==> config.mk <==
export PLATFORM = sky130hd
export DESIGN_NAME = oc_channel
export DESIGN_NICKNAME = d
export VERILOG_FILES = /design/src/rtl/oc_pkg.sv /design/src/rtl/oc_cmp_regs.sv /design/src/rtl/oc_ref_gen.sv /design/src/rtl/oc_out_stage.sv /design/src/rtl/oc_channel.sv
export SDC_FILE = /design/constraint.sdc
export NUM_CORES = 1
export LEC_CHECK = 0
export BUFFER_PORTS_ARGS = -buffer_cell sky130_fd_sc_hd__buf_4
export CORE_MARGIN = 2
export CORE_UTILIZATION = 40
export DETAILED_ROUTE_END_ITERATION = 8
export REMOVE_ABC_BUFFERS = 1
export SLEW_MARGIN = 0
export SYNTH_ARGS = -nofsm -noshare
export SYNTH_HDL_FRONTEND = slang
export SYNTH_HIERARCHICAL = 1
export SYNTH_SLANG_ARGS = --single-unit
==> constraint.sdc <==
create_clock -name clk -period 1.99 [get_ports clk]
set_input_delay 0.398 -clock clk [delete_from_list [all_inputs] [get_ports clk]]
set_output_delay 0.398 -clock clk [all_outputs]
set_load 0.01 [all_outputs]
==> src/rtl/oc_pkg.sv <==
// Shared definitions for the output-compare channel.
// Assumes: the behaviour select is a 3-bit field whose codes are fixed by
// the surrounding timer's programming model.
package oc_pkg;

    typedef enum logic [2:0] {
        OC_HOLD      = 3'b000,
        OC_SET_EQ    = 3'b001,
        OC_CLR_EQ    = 3'b010,
        OC_FLIP_EQ   = 3'b011,
        OC_PIN_LOW   = 3'b100,
        OC_PIN_HIGH  = 3'b101,
        OC_PWM_A     = 3'b110,
        OC_PWM_B     = 3'b111
    } oc_mode_e;

endpackage

==> src/rtl/oc_cmp_regs.sv <==
// Compare value storage: byte assembly, preload register and active register.
// Assumes: the high byte is written before the low byte, and
// CNT_W - BYTE_W <= BYTE_W. The low-byte strobe commits the whole value.
// update_i is a single-cycle pulse at the counter's period boundary.
module oc_cmp_regs #(
    parameter int CNT_W  = 16,
    parameter int BYTE_W = 8
) (
    input  logic              clk,
    input  logic              rst_n,
    input  logic              wr_hi_i,
    input  logic              wr_lo_i,
    input  logic [BYTE_W-1:0] wr_byte_i,
    input  logic              preload_en_i,
    input  logic              update_i,
    output logic [CNT_W-1:0]  cmp_o
);

    localparam int HI_W = CNT_W - BYTE_W;

    logic [CNT_W-1:0] wr_value;
    logic [CNT_W-1:0] preload_q;
    logic [CNT_W-1:0] active_q;

    generate
        if (HI_W > 0) begin : g_split
            logic [HI_W-1:0] hi_q;

            // Hold the high half until the committing low-byte write.
            always_ff @(posedge clk) begin
                if (!rst_n)       hi_q <= '0;
                else if (wr_hi_i) hi_q <= wr_byte_i[HI_W-1:0];
            end

            assign wr_value = {hi_q, wr_byte_i};
        end else begin : g_single
            logic unused_hi;
            assign unused_hi = wr_hi_i;
            assign wr_value  = wr_byte_i[CNT_W-1:0];
        end
    endgenerate

    // Preload register: takes every committed value.
    always_ff @(posedge clk) begin
        if (!rst_n)       preload_q <= '0;
        else if (wr_lo_i) preload_q <= wr_value;
    end

    // Active register: direct load when unbuffered, else transfer on update.
    always_ff @(posedge clk) begin
        if (!rst_n)                        active_q <= '0;
        else if (wr_lo_i && !preload_en_i) active_q <= wr_value;
        else if (update_i)                 active_q <= preload_q;
    end

    assign cmp_o = active_q;

    // with buffering on, nothing but an update moves the active value.
    assert_preload_hold_R9: assert property (@(posedge clk) disable iff (!rst_n)
        (preload_en_i && !update_i) |=> $stable(active_q));

    // an update transfers the pending preload value.
    assert_update_xfer_R9: assert property (@(posedge clk) disable iff (!rst_n)
        (preload_en_i && update_i) |=> active_q == $past(preload_q));

    // an unbuffered commit lands in both registers together.
    assert_direct_write_R8: assert property (@(posedge clk) disable iff (!rst_n)
        (wr_lo_i && !preload_en_i) |=> active_q == preload_q);

    // a high-byte write on its own never changes the stored values.
    assert_hi_only_R12: assert property (@(posedge clk) disable iff (!rst_n)
        (wr_hi_i && !wr_lo_i && !update_i) |=> $stable(preload_q) && $stable(active_q));

endmodule

==> src/rtl/oc_ref_gen.sv <==
// Reference waveform generator: decodes the behaviour select and updates a
// registered active-high reference once per clock.
// Assumes: cnt_i and cnt_down_i come from the timer counter in the same
// cycle, and cmp_i is the active compare value.
module oc_ref_gen
    import oc_pkg::*;
#(
    parameter int CNT_W = 16
) (
    input  logic             clk,
    input  logic             rst_n,
    input  oc_mode_e         mode_i,
    input  logic [CNT_W-1:0] cnt_i,
    input  logic             cnt_down_i,
    input  logic [CNT_W-1:0] cmp_i,
    output logic             ref_o
);

    logic ref_q;
    logic ref_d;
    logic hit;
    logic pwm_lvl;

    // Equality and direction-aware pulse-width level.
    always_comb begin
        hit     = (cnt_i == cmp_i);
        pwm_lvl = cnt_down_i ? (cnt_i <= cmp_i) : (cnt_i < cmp_i);
    end

    // Next reference value for the selected behaviour.
    always_comb begin
        ref_d = ref_q;
        unique case (mode_i)
            OC_HOLD:     ref_d = ref_q;
            OC_SET_EQ:   ref_d = hit ? 1'b1 : ref_q;
            OC_CLR_EQ:   ref_d = hit ? 1'b0 : ref_q;
            OC_FLIP_EQ:  ref_d = hit ? ~ref_q : ref_q;
            OC_PIN_LOW:  ref_d = 1'b0;
            OC_PIN_HIGH: ref_d = 1'b1;
            OC_PWM_A:    ref_d = pwm_lvl;
            OC_PWM_B:    ref_d = ~pwm_lvl;
            default:     ref_d = ref_q;
        endcase
    end

    // Reference register.
    always_ff @(posedge clk) begin
        if (!rst_n) ref_q <= 1'b0;
        else        ref_q <= ref_d;
    end

    assign ref_o = ref_q;

    assert_hold_R1: assert property (@(posedge clk) disable iff (!rst_n)
        (mode_i == OC_HOLD) |=> $stable(ref_q));

    assert_set_eq_R2: assert property (@(posedge clk) disable iff (!rst_n)
        (mode_i == OC_SET_EQ && cnt_i == cmp_i) |=> ref_q);

    assert_clr_eq_R3: assert property (@(posedge clk) disable iff (!rst_n)
        (mode_i == OC_CLR_EQ && cnt_i == cmp_i) |=> !ref_q);

    assert_pin_low_R4: assert property (@(posedge clk) disable iff (!rst_n)
        (mode_i == OC_PIN_LOW) |=> !ref_q);

    assert_pin_high_R4: assert property (@(posedge clk) disable iff (!rst_n)
        (mode_i == OC_PIN_HIGH) |=> ref_q);

    assert_flip_R5: assert property (@(posedge clk) disable iff (!rst_n)
        (mode_i == OC_FLIP_EQ && cnt_i == cmp_i) |=> ref_q != $past(ref_q));

    assert_pwm_a_up_eq_R6: assert property (@(posedge clk) disable iff (!rst_n)
        (mode_i == OC_PWM_A && !cnt_down_i && cnt_i == cmp_i) |=> !ref_q);

    assert_pwm_a_dn_eq_R6: assert property (@(posedge clk) disable iff (!rst_n)
        (mode_i == OC_PWM_A && cnt_down_i && cnt_i == cmp_i) |=> ref_q);

    assert_pwm_b_up_eq_R7: assert property (@(posedge clk) disable iff (!rst_n)
        (mode_i == OC_PWM_B && !cnt_down_i && cnt_i == cmp_i) |=> ref_q);

    assert_pwm_a_zero_R13: assert property (@(posedge clk) disable iff (!rst_n)
        (mode_i == OC_PWM_A && !cnt_down_i && cmp_i == '0) |=> !ref_q);

endmodule

==> src/rtl/oc_out_stage.sv <==
// Output stage: applies polarity and parks the pin at its inactive level
// while the channel is disabled.
// Assumes: the reference keeps running while the channel is disabled, so
// this stage holds no state.
module oc_out_stage (
    input  logic ref_i,
    input  logic pol_i,
    input  logic en_i,
    output logic out_o
);

    // Polarity and enable gating; inactive level equals the polarity bit.
    always_comb begin
        out_o = en_i ? (ref_i ^ pol_i) : pol_i;
    end

endmodule

==> src/rtl/oc_channel.sv <==
// Output-compare channel top: compare storage, reference generator and
// output stage.
// Assumes: a timer counter outside this block supplies the count, the
// direction and the update pulse.
module oc_channel #(
    parameter int CNT_W  = 16,
    parameter int BYTE_W = 8
) (
    input  logic              clk,
    input  logic              rst_n,
    input  logic [CNT_W-1:0]  cnt_i,
    input  logic              cnt_down_i,
    input  logic              update_i,
    input  logic [2:0]        mode_i,
    input  logic              preload_en_i,
    input  logic              pol_i,
    input  logic              chan_en_i,
    input  logic              wr_hi_i,
    input  logic              wr_lo_i,
    input  logic [BYTE_W-1:0] wr_byte_i,
    output logic              ref_o,
    output logic              out_o
);

    logic [CNT_W-1:0] cmp_act;
    logic             ref_w;
    oc_pkg::oc_mode_e mode_sel;

    // Map the raw select field onto the behaviour type.
    assign mode_sel = oc_pkg::oc_mode_e'(mode_i);

    oc_cmp_regs #(
        .CNT_W  (CNT_W),
        .BYTE_W (BYTE_W)
    ) u_cmp (
        .clk          (clk),
        .rst_n        (rst_n),
        .wr_hi_i      (wr_hi_i),
        .wr_lo_i      (wr_lo_i),
        .wr_byte_i    (wr_byte_i),
        .preload_en_i (preload_en_i),
        .update_i     (update_i),
        .cmp_o        (cmp_act)
    );

    oc_ref_gen #(
        .CNT_W (CNT_W)
    ) u_ref (
        .clk        (clk),
        .rst_n      (rst_n),
        .mode_i     (mode_sel),
        .cnt_i      (cnt_i),
        .cnt_down_i (cnt_down_i),
        .cmp_i      (cmp_act),
        .ref_o      (ref_w)
    );

    oc_out_stage u_out (
        .ref_i (ref_w),
        .pol_i (pol_i),
        .en_i  (chan_en_i),
        .out_o (out_o)
    );

    assign ref_o = ref_w;

    // a disabled channel never shows the active level of the reference.
    assert_idle_level_R11: assert property (@(posedge clk) disable iff (!rst_n)
        (!chan_en_i && ref_w) |-> (out_o == pol_i));

endmodule

==> After elaboration in Yosys (flattened, before gate mapping) <==
Cells that the tools add are included.
{ "classes": {"n_lt_le_gt_ge": 2, "eq_ne": 11, "n_mux": 8, "n_bitwise": 4, "reduce_logical": 5} }
{ "op_table": {"columns": ["cell", "count"], "rows": [
  ["$mux W16", 2],
  ["$eq A16 B16 Y1", 1],
  ["$le A16 B16 Y1", 1],
  ["$lt A16 B16 Y1", 1],
  ["$eq A3 B3 Y1 const B", 4],
  ["$pmux W1 S7", 1],
  ["$eq A3 B2 Y1 const B", 2],
  ["$ne A2 B1 Y1 const B", 3],
  ["$mux W1", 5],
  ["$reduce_and A4 Y1", 1],
  ["$eq A3 B1 Y1 const B", 1],
  ["$logic_not A3 Y1", 1],
  ["$not A1 Y1", 3],
  ["$reduce_bool A2 Y1", 1],
  ["$logic_and A1 B1 Y1", 1],
  ["$logic_not A1 Y1", 1],
  ["$xor A1 B1 Y1", 1]
]} }
{ "totals": {"reg_bits": 41, "output_inout_bits": 2, "wordCells": 34} }

==> Depth between registers and ports, before layout <==
{ "depth": {"ltp_word": 4, "depth_mapped": 8} }

==> By module <==
Netlist, hierarchy kept.
{ "modules_own_cells": {"columns": ["mod", "instances", "cells_each", "area_per_inst_um2", "seq_area_each_um2"], "rows": [
  ["oc_cmp_regs", 1, 153, 1706.6, 800.8],
  ["oc_ref_gen", 1, 73, 518.0, 20.0],
  ["oc_out_stage", 1, 2, 12.5, 0.0]
]} }

==> Least setup slack after synthesis <==
No wires, ideal clock.
{ "synth_timing": {"kind": "input-to-reg", "from": "input cnt_i[6]", "to": "register u_ref.ref_q, in the netlist u_ref/ref_o", "setup_ns": 0.095, "arrival_time_ns": 1.578, "t_required_ns": 1.895, "setup_slack_ns": 0.316, "path_stages": 7, "path_buffers": 0, "cell_sequence": "ha_1 -> nand4_1 -> nor3_1 -> and2_2 -> a31oi_1 -> a211o_1 -> o311ai_1"} }
{ "synth_via": {"elab_chain_cells": 4} }
{ "synth_rtl": {"columns": ["item", "line_no", "text"], "rows": [
  ["start: declaration", "oc_channel.sv:11", "input logic [CNT_W-1:0] cnt_i,"],
  ["$lt A16 B16 Y1 or $le A16 B16 Y1 (tied branches)", "oc_ref_gen.sv:27", "pwm_lvl = cnt_down_i ? (cnt_i <= cmp_i) : (cnt_i < cmp_i);"],
  ["$mux W1", "oc_ref_gen.sv:27", null],
  ["$not A1 Y1", "oc_ref_gen.sv:41", "OC_PWM_B: ref_d = ~pwm_lvl;"],
  ["$pmux W1 S7", "oc_ref_gen.sv:33", "unique case (mode_i)"],
  ["end signal: assignment", "oc_ref_gen.sv:49", "else ref_q <= ref_d;"],
  ["end: declaration", "oc_ref_gen.sv:19", "logic ref_q;"]
]} }
Parallel ways exist; a longest one is shown, timed or not.
A chain may end at the register's enable or synchronous reset.

==> Worst setup path in the final report <==
{ "layout_timing": {"from": "register u_cmp.active_q[6], in the netlist u_cmp/cmp_o[6]", "to": "register u_ref.ref_q, in the netlist u_ref/ref_o"} }
{ "layout_via": {"elab_chain_cells": 4} }
{ "layout_rtl": {"columns": ["item", "line_no", "text"], "rows": [
  ["start: declaration", "oc_cmp_regs.sv:23", "logic [CNT_W-1:0] active_q;"],
  ["start signal: assignment", "oc_cmp_regs.sv:52", "else if (wr_lo_i && !preload_en_i) active_q <= wr_value;"],
  ["start signal: assignment", "oc_cmp_regs.sv:53", "else if (update_i) active_q <= preload_q;"],
  ["$lt A16 B16 Y1 or $le A16 B16 Y1 (tied branches)", "oc_ref_gen.sv:27", null],
  ["$mux W1", "oc_ref_gen.sv:27", null],
  ["$not A1 Y1", "oc_ref_gen.sv:41", null],
  ["$pmux W1 S7", "oc_ref_gen.sv:33", null]
]} }
Parallel ways exist; a longest one is shown, timed or not.

==> metrics.txt <==
H-tree depth=2; drt pass-1 iters=4; synth unique cells=32; CTS sink cnt=41; gr usage total=0.159; initial antenna violation count=0; Synthesis Warnings=6; antenna-violating nets left=0; Final Setup Violations=0; Worst Tran Pin Value=491 ps; mean area per synthesized cell=9.81 um2; Peak VDD IR=454 uV; CTS Hold Bufs=0; synthesized area=0.00224 mm2; vias in the first global route=1,586; Synth area leader=dfxtp_1; clk slew on worst S/H paths=80 ps; crit-path max FO=3; clock skew=6.94 ps; synthesis-to-finish area growth=17.2%; Ant. Diodes=0; top cells by area, synth=dfxtp_1 37%, mux2i_1 18%, ha_1 8.9%, a211oi_2 5.6%, nor3b_1 5.4%; cts repair resizes=0; Initial Utilization=0.411; hold path start=mode_i[0]; min cycle time layout=1790 ps; max-slew violation count=0; r2r endpoint=u_ref/ref_o$_SDFFE_PN0P_; worst path arrival time=2000 ps; Final Power=1910 uW; TritonCTS Buffers=5; dpl ws=78.9 ps; nets=310; die area=0.00621 mm2; crit end category=flip-flop; final worst slack=200 ps; width of the die=78.8 um; Slew Limit Headroom=0.673; first-pass GRT wire length=7540 um; Max Cap Viol=0; site row count=27; Bufs on Longest Clock Path=2; vias=1,656; postcts setup bufs=0; crit start category=flip-flop; crit path from=u_cmp/cmp_o[6]$_SDFFE_PN0P_; largest net degree at the start of global routing=41; fin util=0.482; fmax=0.559 GHz; gp weighted congestion=0.781; pwr dens=729 mW/mm2; RSZ-0062 raised after global routing=false; clock root buffer=clkbuf_8; FF-to-FF setup slack=200 ps; Register-to-Register Path Depth=7; Post-Syn Instances=228; RR Startpoint=u_cmp/cmp_o[6]$_SDFFE_PN0P_; worst setup path endpoint=u_ref/ref_o$_SDFFE_PN0P_; post-layout instance area=0.00262 mm2; clock latency on the worst-skew pair=290 ps; fraction of registers with async set/reset=0; placed inst area=0.00250 mm2; Detail Placement HPWL=3180 um; Post-synth EDFFs=0; share of cells above drive strength 1=0.232; multi-input logic area=0.00123 mm2; I/O Buffers=37; core area=0.00544 mm2; post-synth top area share=0.367; Final Cycle Share=0.899; final hold violations=0; Post-route DRC=0; Worst EP required=2200 ps; post-synthesis register bit count=41; Hold WC Path Type=in -> reg; status=complete, no violations; total I/O pin count=38; most frequent cell after synthesis=dfxtp_1; DR vias/cell=5.00; Chip Height=78.8 um; most common library cells after synthesis=41 x dfxtp_1, 40 x mux2i_1, 26 x nor2_1; Fin Setup TNS=0 ps; Routed WL per cell=13.9 um; Synth Flop Type=dfxtp_1; GRT overflow=0; CTS tree=yes; # fillers=535; detailed-route wire length=4610 um; sequential area share after synthesis=0.367; initial drt markers=59; Storage cell area=821 um2; critical path class=reg -> reg; Leakage=0.00114 uW
[layer usage]
metal | part of all wire | global-route usage | up-vias
met5 | 0 | 0 | -
met4 | 0.012 | 0.0526 | 0
met3 | 0.071 | 0.0489 | 6
met2 | 0.42 | 0.237 | 45
met1 | 0.49 | 0.217 | 745
li1 | - | - | 860
[cells by family after synthesis]
family | share of synthesized area
xor gates and xnor gates | 0.00392
DFF | 0.367
buffers and inverters | 0.0816
muxes | 0.179
and+or+nand+nor | 0.148
adders and majority gates | 0.0895
AOI/OAI and AO/OA | 0.131
[power breakdown]
part | internal, uW | switching (uW) | leakage [uW] | total [uW]
clock network | 409 | 285 | 0.0000585 | 695
registers | 868 | 26.8 | 0.000337 | 895
logic | 162 | 160 | 0.000745 | 322
[area by class of cell]
cell class | count | area share
Clock buffer | 7 | 0.0329
Tap cell | 72 | 0.0344
Timing Repair Buffer | 38 | 0.109
Multi-Input combinational cell | 152 | 0.471
Clock inverter | 1 | 0.0115
Sequential cell | 41 | 0.313
Inverter | 20 | 0.0286
[through the flow]
stage / instances / hold slack, ps
2_1_floorplan: 213 / 460
3_3_place_gp: 323 / 481
3_5_place_dp: 323 / 485
4_1_cts: 331 / 328
5_1_grt: 331 / 338
6_report: 331 / 337
[sequential cells by signal, summed over array words and instances, names as in the netlist]
register and count:
u_ref/ref_o 1, u_cmp/preload_q 16, u_cmp/cmp_o 16, u_cmp/g_split.hi_q 8
[worst min path at each step]
stage / to / cells past startpoint / slack (ps)
final: u_ref/ref_o$_SDFFE_PN0P_ / 2 / 340
after global routing: u_ref/ref_o$_SDFFE_PN0P_ / 2 / 340
after CTS: u_ref/ref_o$_SDFFE_PN0P_ / 2 / 330
after detailed placement: u_cmp/preload_q[5]$_SDFFE_PN0P_ / 2 / 490
after global placement: u_cmp/preload_q[13]$_SDFFE_PN0P_ / 2 / 480
after floorplan: u_cmp/preload_q[0]$_SDFFE_PN0P_ / 2 / 460
[worst max-delay path, stage by stage, from the launching register on]
cell and delay, ps:
dfxtp_1 330, inv_1 60, ha_1 310, a21oi_1 160
a21boi_1 80, o41ai_1 370, a21oi_1 140, o311ai_1 260
[placed cells by master, fill, tap and decap left out]
master	Yosys	layout
a21boi_0	1	1
a31oi_1	1	1
nand2b_4	1	1
a211o_1	1	1
o21bai_1	1	1
nand3_1	3	3
a211oi_1	10	10
a21boi_1	1	1
o41ai_1	1	1
mux2i_1	40	40
nor3_1	1	1
o311ai_1	1	1
nor2_1	26	26
nand2_1	4	4
a21oi_1	6	6
nor4_1	1	1
nand4_1	3	3
a211oi_2	10	10
dfxtp_1	41	41
and2_2	1	1
nand2b_1	2	2
bufinv_16	0	1
buf_4	2	38
clkbuf_8	0	6
clkbuf_1	3	1
xnor2_1	1	1
a21o_2	1	1
inv_1	20	20
nor3b_1	16	16
ha_1	16	16
and3_1	1	1
or2_2	2	2
No activity file was read; power rests on OpenSTA's default activity.
